===== config.mk =====
export PLATFORM = sky130hd
export DESIGN_NAME = nand_strobe_seq
export DESIGN_NICKNAME = d
export VERILOG_FILES = /design/src/rtl/nstb_pkg.sv /design/src/rtl/nstb_timing_sel.sv /design/src/rtl/nstb_phase_fsm.sv /design/src/rtl/nstb_pin_drv.sv /design/src/rtl/nand_strobe_seq.sv
export SDC_FILE = /design/constraint.sdc
export NUM_CORES = 1
export LEC_CHECK = 0
export CAP_MARGIN = 0
export CORE_UTILIZATION = 49
export CTS_BUF_LIST = sky130_fd_sc_hd__clkbuf_4
export CTS_CLUSTER_DIAMETER = 60
export DETAILED_ROUTE_END_ITERATION = 12
export GPL_TIMING_DRIVEN = 0
export PLACE_DENSITY = 0.82
export SETUP_SLACK_MARGIN = 0.05
export SLEW_MARGIN = 5
export SYNTH_ARGS = -nofsm -noshare
export SYNTH_HDL_FRONTEND = slang
export SYNTH_SLANG_ARGS = --single-unit

===== constraint.sdc =====
create_clock -name clk -period 5 [get_ports clk]
set_clock_uncertainty 0.2 [all_clocks]
set_input_delay 0.5 -clock clk [delete_from_list [all_inputs] [get_ports clk]]
set_output_delay 0.5 -clock clk [all_outputs]
set_load 0.01 [all_outputs]

===== src/rtl/nstb_pkg.sv =====
package nstb_pkg;
  localparam int TW = 8;

  typedef enum logic [2:0] {
    PH_IDLE,
    PH_SETUP,
    PH_WAIT,
    PH_HOLD,
    PH_DONE
  } phase_e;

  // Number of hold cycles: reads carry two extra cycles.
  function automatic logic [TW+1:0] hold_cycles(input logic [TW-1:0] h, input logic is_wr);
    logic [TW+1:0] base;
    base = {2'b00, h};
    return is_wr ? base : base + 2;
  endfunction

  // Number of cycles the write data is driven from access start.
  function automatic logic [TW:0] drive_cycles(input logic [TW-1:0] hiz);
    return {1'b0, hiz} + 1'b1;
  endfunction
endpackage


===== src/rtl/nstb_timing_sel.sv =====
module nstb_timing_sel
  import nstb_pkg::*;
(
  input  logic          sel_attr,
  input  logic [TW-1:0] com_setup,
  input  logic [TW-1:0] com_strobe,
  input  logic [TW-1:0] com_hold,
  input  logic [TW-1:0] com_hiz,
  input  logic [TW-1:0] att_setup,
  input  logic [TW-1:0] att_strobe,
  input  logic [TW-1:0] att_hold,
  input  logic [TW-1:0] att_hiz,
  output logic [TW-1:0] t_setup,
  output logic [TW-1:0] t_strobe,
  output logic [TW-1:0] t_hold,
  output logic [TW-1:0] t_hiz
);
  always_comb begin
    if (sel_attr) begin
      t_setup  = att_setup;
      t_strobe = att_strobe;
      t_hold   = att_hold;
      t_hiz    = att_hiz;
    end else begin
      t_setup  = com_setup;
      t_strobe = com_strobe;
      t_hold   = com_hold;
      t_hiz    = com_hiz;
    end
  end
endmodule


===== src/rtl/nstb_phase_fsm.sv =====
module nstb_phase_fsm
  import nstb_pkg::*;
(
  input  logic          clk,
  input  logic          rst_n,
  input  logic          start,
  input  logic          is_wr,
  input  logic [TW-1:0] t_setup,
  input  logic [TW-1:0] t_strobe,
  input  logic [TW-1:0] t_hold,
  input  logic          wait_en,
  input  logic          bus_ready,
  output phase_e        phase,
  output logic          wr_q,
  output logic          strobe_last,
  output logic          rise_evt
);
  phase_e        ph;
  logic [TW+1:0] cnt;
  logic [TW-1:0] strobe_q;
  logic [TW-1:0] hold_q;
  logic [TW+1:0] hold_n;
  logic          stall;

  assign hold_n      = hold_cycles(hold_q, wr_q);
  assign strobe_last = (ph == PH_WAIT) && (cnt == '0);
  assign stall       = wait_en && !bus_ready;
  assign rise_evt    = strobe_last && !stall;
  assign phase       = ph;

  always_ff @(posedge clk or negedge rst_n) begin
    if (!rst_n) begin
      ph       <= PH_IDLE;
      cnt      <= '0;
      strobe_q <= '0;
      hold_q   <= '0;
      wr_q     <= 1'b0;
    end else begin
      case (ph)
        PH_IDLE: begin
          if (start) begin
            ph       <= PH_SETUP;
            cnt      <= {2'b00, t_setup};
            strobe_q <= t_strobe;
            hold_q   <= t_hold;
            wr_q     <= is_wr;
          end
        end
        PH_SETUP: begin
          if (cnt == '0) begin
            ph  <= PH_WAIT;
            cnt <= {2'b00, strobe_q};
          end else begin
            cnt <= cnt - 1'b1;
          end
        end
        PH_WAIT: begin
          if (cnt != '0) begin
            cnt <= cnt - 1'b1;
          end else if (!stall) begin
            if (hold_n == '0) begin
              ph <= PH_DONE;
            end else begin
              ph  <= PH_HOLD;
              cnt <= hold_n - 1'b1;
            end
          end
        end
        PH_HOLD: begin
          if (cnt == '0) ph <= PH_DONE;
          else cnt <= cnt - 1'b1;
        end
        default: ph <= PH_IDLE;
      endcase
    end
  end
endmodule


===== src/rtl/nstb_pin_drv.sv =====
module nstb_pin_drv
  import nstb_pkg::*;
#(
  parameter int DW = 8
) (
  input  logic          clk,
  input  logic          rst_n,
  input  logic          start,
  input  phase_e        phase,
  input  logic          wr_q,
  input  logic          rise_evt,
  input  logic [1:0]    addr_hi,
  input  logic [DW-1:0] wdata,
  input  logic [TW-1:0] t_hiz,
  input  logic [DW-1:0] dq_in,
  output logic          nce,
  output logic          nwe,
  output logic          noe,
  output logic          cle,
  output logic          ale,
  output logic [DW-1:0] dq_out,
  output logic          dq_oe,
  output logic [DW-1:0] rdata
);
  logic          in_access;
  logic          strobe_on;
  logic [1:0]    addr_q;
  logic [DW-1:0] wdata_q;
  logic [TW:0]   drive_rem;

  assign in_access = (phase == PH_SETUP) || (phase == PH_WAIT) || (phase == PH_HOLD);
  assign strobe_on = (phase == PH_WAIT);

  always_ff @(posedge clk or negedge rst_n) begin
    if (!rst_n) begin
      addr_q    <= '0;
      wdata_q   <= '0;
      drive_rem <= '0;
      rdata     <= '0;
    end else begin
      if (start) begin
        addr_q    <= addr_hi;
        wdata_q   <= wdata;
        drive_rem <= drive_cycles(t_hiz);
      end else if (in_access && drive_rem != '0) begin
        drive_rem <= drive_rem - 1'b1;
      end
      if (rise_evt && !wr_q) rdata <= dq_in;
    end
  end

  assign nce    = !in_access;
  assign nwe    = !(strobe_on && wr_q);
  assign noe    = !(strobe_on && !wr_q);
  assign cle    = in_access && addr_q[0];
  assign ale    = in_access && addr_q[1];
  assign dq_out = wdata_q;
  assign dq_oe  = in_access && wr_q && (drive_rem != '0);
endmodule


===== src/rtl/nand_strobe_seq.sv =====
module nand_strobe_seq
  import nstb_pkg::*;
#(
  parameter int DW = 8
) (
  input  logic          clk,
  input  logic          rst_n,
  input  logic          req_valid,
  input  logic          req_write,
  input  logic          req_attr,
  input  logic [1:0]    req_addr_hi,
  input  logic [DW-1:0] req_wdata,
  input  logic [TW-1:0] com_setup,
  input  logic [TW-1:0] com_strobe,
  input  logic [TW-1:0] com_hold,
  input  logic [TW-1:0] com_hiz,
  input  logic [TW-1:0] att_setup,
  input  logic [TW-1:0] att_strobe,
  input  logic [TW-1:0] att_hold,
  input  logic [TW-1:0] att_hiz,
  input  logic          wait_en,
  input  logic          bus_ready,
  input  logic [DW-1:0] dq_in,
  output logic          nce,
  output logic          nwe,
  output logic          noe,
  output logic          cle,
  output logic          ale,
  output logic [DW-1:0] dq_out,
  output logic          dq_oe,
  output logic [DW-1:0] rdata,
  output logic          busy,
  output logic          done
);
  phase_e        phase;
  logic          wr_q;
  logic          strobe_last;
  logic          rise_evt;
  logic          accept_evt;
  logic [TW-1:0] t_setup, t_strobe, t_hold, t_hiz;

  assign accept_evt = req_valid && (phase == PH_IDLE);
  assign busy       = (phase != PH_IDLE);
  assign done       = (phase == PH_DONE);

  nstb_timing_sel u_sel (
    .sel_attr   (req_attr),
    .com_setup  (com_setup),
    .com_strobe (com_strobe),
    .com_hold   (com_hold),
    .com_hiz    (com_hiz),
    .att_setup  (att_setup),
    .att_strobe (att_strobe),
    .att_hold   (att_hold),
    .att_hiz    (att_hiz),
    .t_setup    (t_setup),
    .t_strobe   (t_strobe),
    .t_hold     (t_hold),
    .t_hiz      (t_hiz)
  );

  nstb_phase_fsm u_fsm (
    .clk         (clk),
    .rst_n       (rst_n),
    .start       (accept_evt),
    .is_wr       (req_write),
    .t_setup     (t_setup),
    .t_strobe    (t_strobe),
    .t_hold      (t_hold),
    .wait_en     (wait_en),
    .bus_ready   (bus_ready),
    .phase       (phase),
    .wr_q        (wr_q),
    .strobe_last (strobe_last),
    .rise_evt    (rise_evt)
  );

  nstb_pin_drv #(.DW(DW)) u_pins (
    .clk      (clk),
    .rst_n    (rst_n),
    .start    (accept_evt),
    .phase    (phase),
    .wr_q     (wr_q),
    .rise_evt (rise_evt),
    .addr_hi  (req_addr_hi),
    .wdata    (req_wdata),
    .t_hiz    (t_hiz),
    .dq_in    (dq_in),
    .nce      (nce),
    .nwe      (nwe),
    .noe      (noe),
    .cle      (cle),
    .ale      (ale),
    .dq_out   (dq_out),
    .dq_oe    (dq_oe),
    .rdata    (rdata)
  );
endmodule


==> results.toml <==
[logic_synthesis]
synth_seq_cells = 57
synth-edff-count = 0
yosys_warnings = 0
syn_inst = 416
synth_top_area_share_pct = 36.77
ys.flop_type = "dfrtp_1"
seq_area_frac_synth_pct = 36.77
synth_area_leader_cell = "dfrtp_1"
ys_top_cells_by_area = "dfrtp_1, mux2i_1, mux2_2"
synth_cell_type_count = 63
syn_nets = 511
netlist_area_um2 = 3879
async_flop_share_pct = 100.0
synthTopCellsByCount = "dfrtp_1, nor2_1, mux2i_1"
synth.most_common_cell = "dfrtp_1"
avgSynthCellArea_um2 = 9.324

[timing]
worst_slack_ns = 1.704
maxSlewViolCount = 0
setup_viol = 0
setup-tns-final_ns = 0
tightestPinTransition_ns = 0.8899
relSlewSlack_pct = 39.90
fin_crit_sh_pct = 65.93
fin_crit_ns = 3.296
clock.fmax_mhz = 303.4
hold_viol = 0
grt_setup_unrepaired = "no"

[die]
core.rowCount = 32
core_area_um2 = 7687
dieArea_um2 = 8276
start_util_pct = 50.46
io_pins = 113
dieHeight_um = 90.97
fp.dieW_um = 90.97

[worst_hold_path]
hold-path-cell-count = 1
min_path_type = "reg2reg"

[drt]
vias_per_cell = 5.840
vias = 3784
firstDrtPassIters = 5
drcViolationCount = 0
drt_iter0_markers = 265
post_drt_wl_per_cell_um = 17.53
drt-total-wl_um = 11360
final_antenna_net_count = 0

[worst_setup_path]
cp-end-kind = "primary output"
reg2reg_depth = 8
worstPathArrival_ns = 2.60
setup.worst_path.class = "reg2out"
worstPathRequired_ns = 4.30
crit_fanout = 7
start_kind = "flip-flop"
r2r_setup_slack_ns = 2.01

[place]
post-place-cells = 631
routabilityCongestion = 0.9354
pre_cts_slack_ns = 1.554
hpwl_um = 8635
port_buffers = 112

[layout]
finalNetCount = 636
areaGrowthSynthToFinish_pct = 36.61
ff_latch_area_um2 = 1426
n_fill_cell = 627
drive_above_1_share_pct = 11.90
final_util_pct = 68.93
multi_input_area_um2 = 2291
num_antenna_cells = 0
stdcell_count = 648

[grt]
grt_max_degree = 34
grt_pass1_wl_um = 19040
antenna_found_initial = 0
grt_usage_pct = 29.43
grt.overflow.total = 0
grt_pass1_vias = 3908

[clock_tree]
h-tree-depth = 3
tritoncts = "yes"
cts_resized = 0
cts_buffer_depth = 2
cts_root_buf = "clkbuf_4"
clkTransAtPathRegs_ns = 0.13
cts_setup_buffers = 0
clock_latency_ns = 0.44
cts_sinks = 57
cts_buffers = 9

[power_and_ir_drop]
p_leak_nw = 2.159
powerDensity_nw_per_um2 = 507.3
total_power_mw = 2.688
peakVddDrop_mv = 0.3090

[status]
outcome = "finished, final reports clean"

[job]
max_cap_viol_count = 0
-- repair_timing --
action,in CTS,in global routing
hold endpoints to repair,24,0
hold buffers,1,0
setup endpoints to repair,0,0
-- layer usage --
layer / track usage, % / vias up / routed length (um)
li1: - / 1768 / -
met1: 35.98 / 1803 / 4534
met2: 49.12 / 178 / 5572
met3: 7.873 / 35 / 903
met4: 12.17 / 0 / 346
met5: 0 / - / 0
-- power breakdown --
group,total [mW],internal [mW],switching (mW),leakage [nW]
Clock,0.366,0.157,0.209,0.0809
Combinational,1.49,0.700,0.792,1.39
Sequential,0.830,0.659,0.171,0.684
Total,2.69,1.52,1.17,2.16
-- kinds of logic after synthesis --
family / count (synthesis) / synth area share (%)
AOI/OAI and AO/OA: 98 / 17.68
and+or+nand+nor: 139 / 18.90
DFF: 57 / 36.77
buffers and inverters: 36 / 4.161
adders and majority gates: 6 / 1.935
muxes: 53 / 14.45
xor gates and xnor gates: 27 / 6.097
-- layout make-up --
type | instances | share of cell area [%]
Multi-Input combinational cell | 323 | 43.24
Buffer | 23 | 2.125
Clock inverter | 7 | 1.488
Clock buffer | 9 | 1.275
Inverter | 13 | 0.9209
Sequential cell | 57 | 26.92
Timing Repair Buffer | 114 | 21.63
Tap cell | 102 | 2.408
-- cells in the final DEF, fill, tap and decap left out, types with 9 or more instances in the layout --
master           instances
clkdlybuf4s50_1        111
dfrtp_1                 57
nor2_1                  47
mux2i_1                 29
a21oi_1                 26
mux2_2                  24
nand2_1                 24
o21ai_0                 16
xnor2_1                 16
inv_1                   13
clkbuf_1                12
nand3_1                 12
xor2_1                  11
nor2b_1                 10
clkbuf_4                 9
-- stage by stage --
stage	hold WS, ns	instance area [um2]
finish	0.3174	5299
global route	0.3259	5299
global placement	0.2851	5127
floorplan	0.004409	3879
CTS	0.3214	5299
detailed placement	0.2928	5142
-- path summary, 6_finish.rpt --
check | endpoint | start
worst max register to register | u_fsm.cnt[0] | u_fsm.hold_q[1]
worst min-delay path | u_pins.rdata[2] | u_pins.rdata[2]
worst min register to register | u_pins.rdata[2] | u_pins.rdata[2]
worst max-delay path | dq_oe | u_pins.drive_rem[3]
max in group asynchronous | u_fsm.strobe_q[1] | rst_n
min in group asynchronous | u_pins.drive_rem[2] | rst_n
-- registers in the layout, indices dropped and copies added, names as in the netlist --
name / count
u_fsm.cnt: 10
u_fsm.hold_q: 8
u_fsm.phase: 3
u_fsm.strobe_q: 8
u_fsm.wr_q: 1
u_pins.addr_q: 2
u_pins.dq_out: 8
u_pins.drive_rem: 9
u_pins.rdata: 8
-- critical path, stage by stage, from the launching register on --
cell             delay [ns]
dfrtp_1                0.44
or4_1                  0.64
o41ai_4                0.51
nor2_1                 0.07
clkdlybuf4s50_1        0.49
No activity file was read; power rests on OpenSTA's default activity.
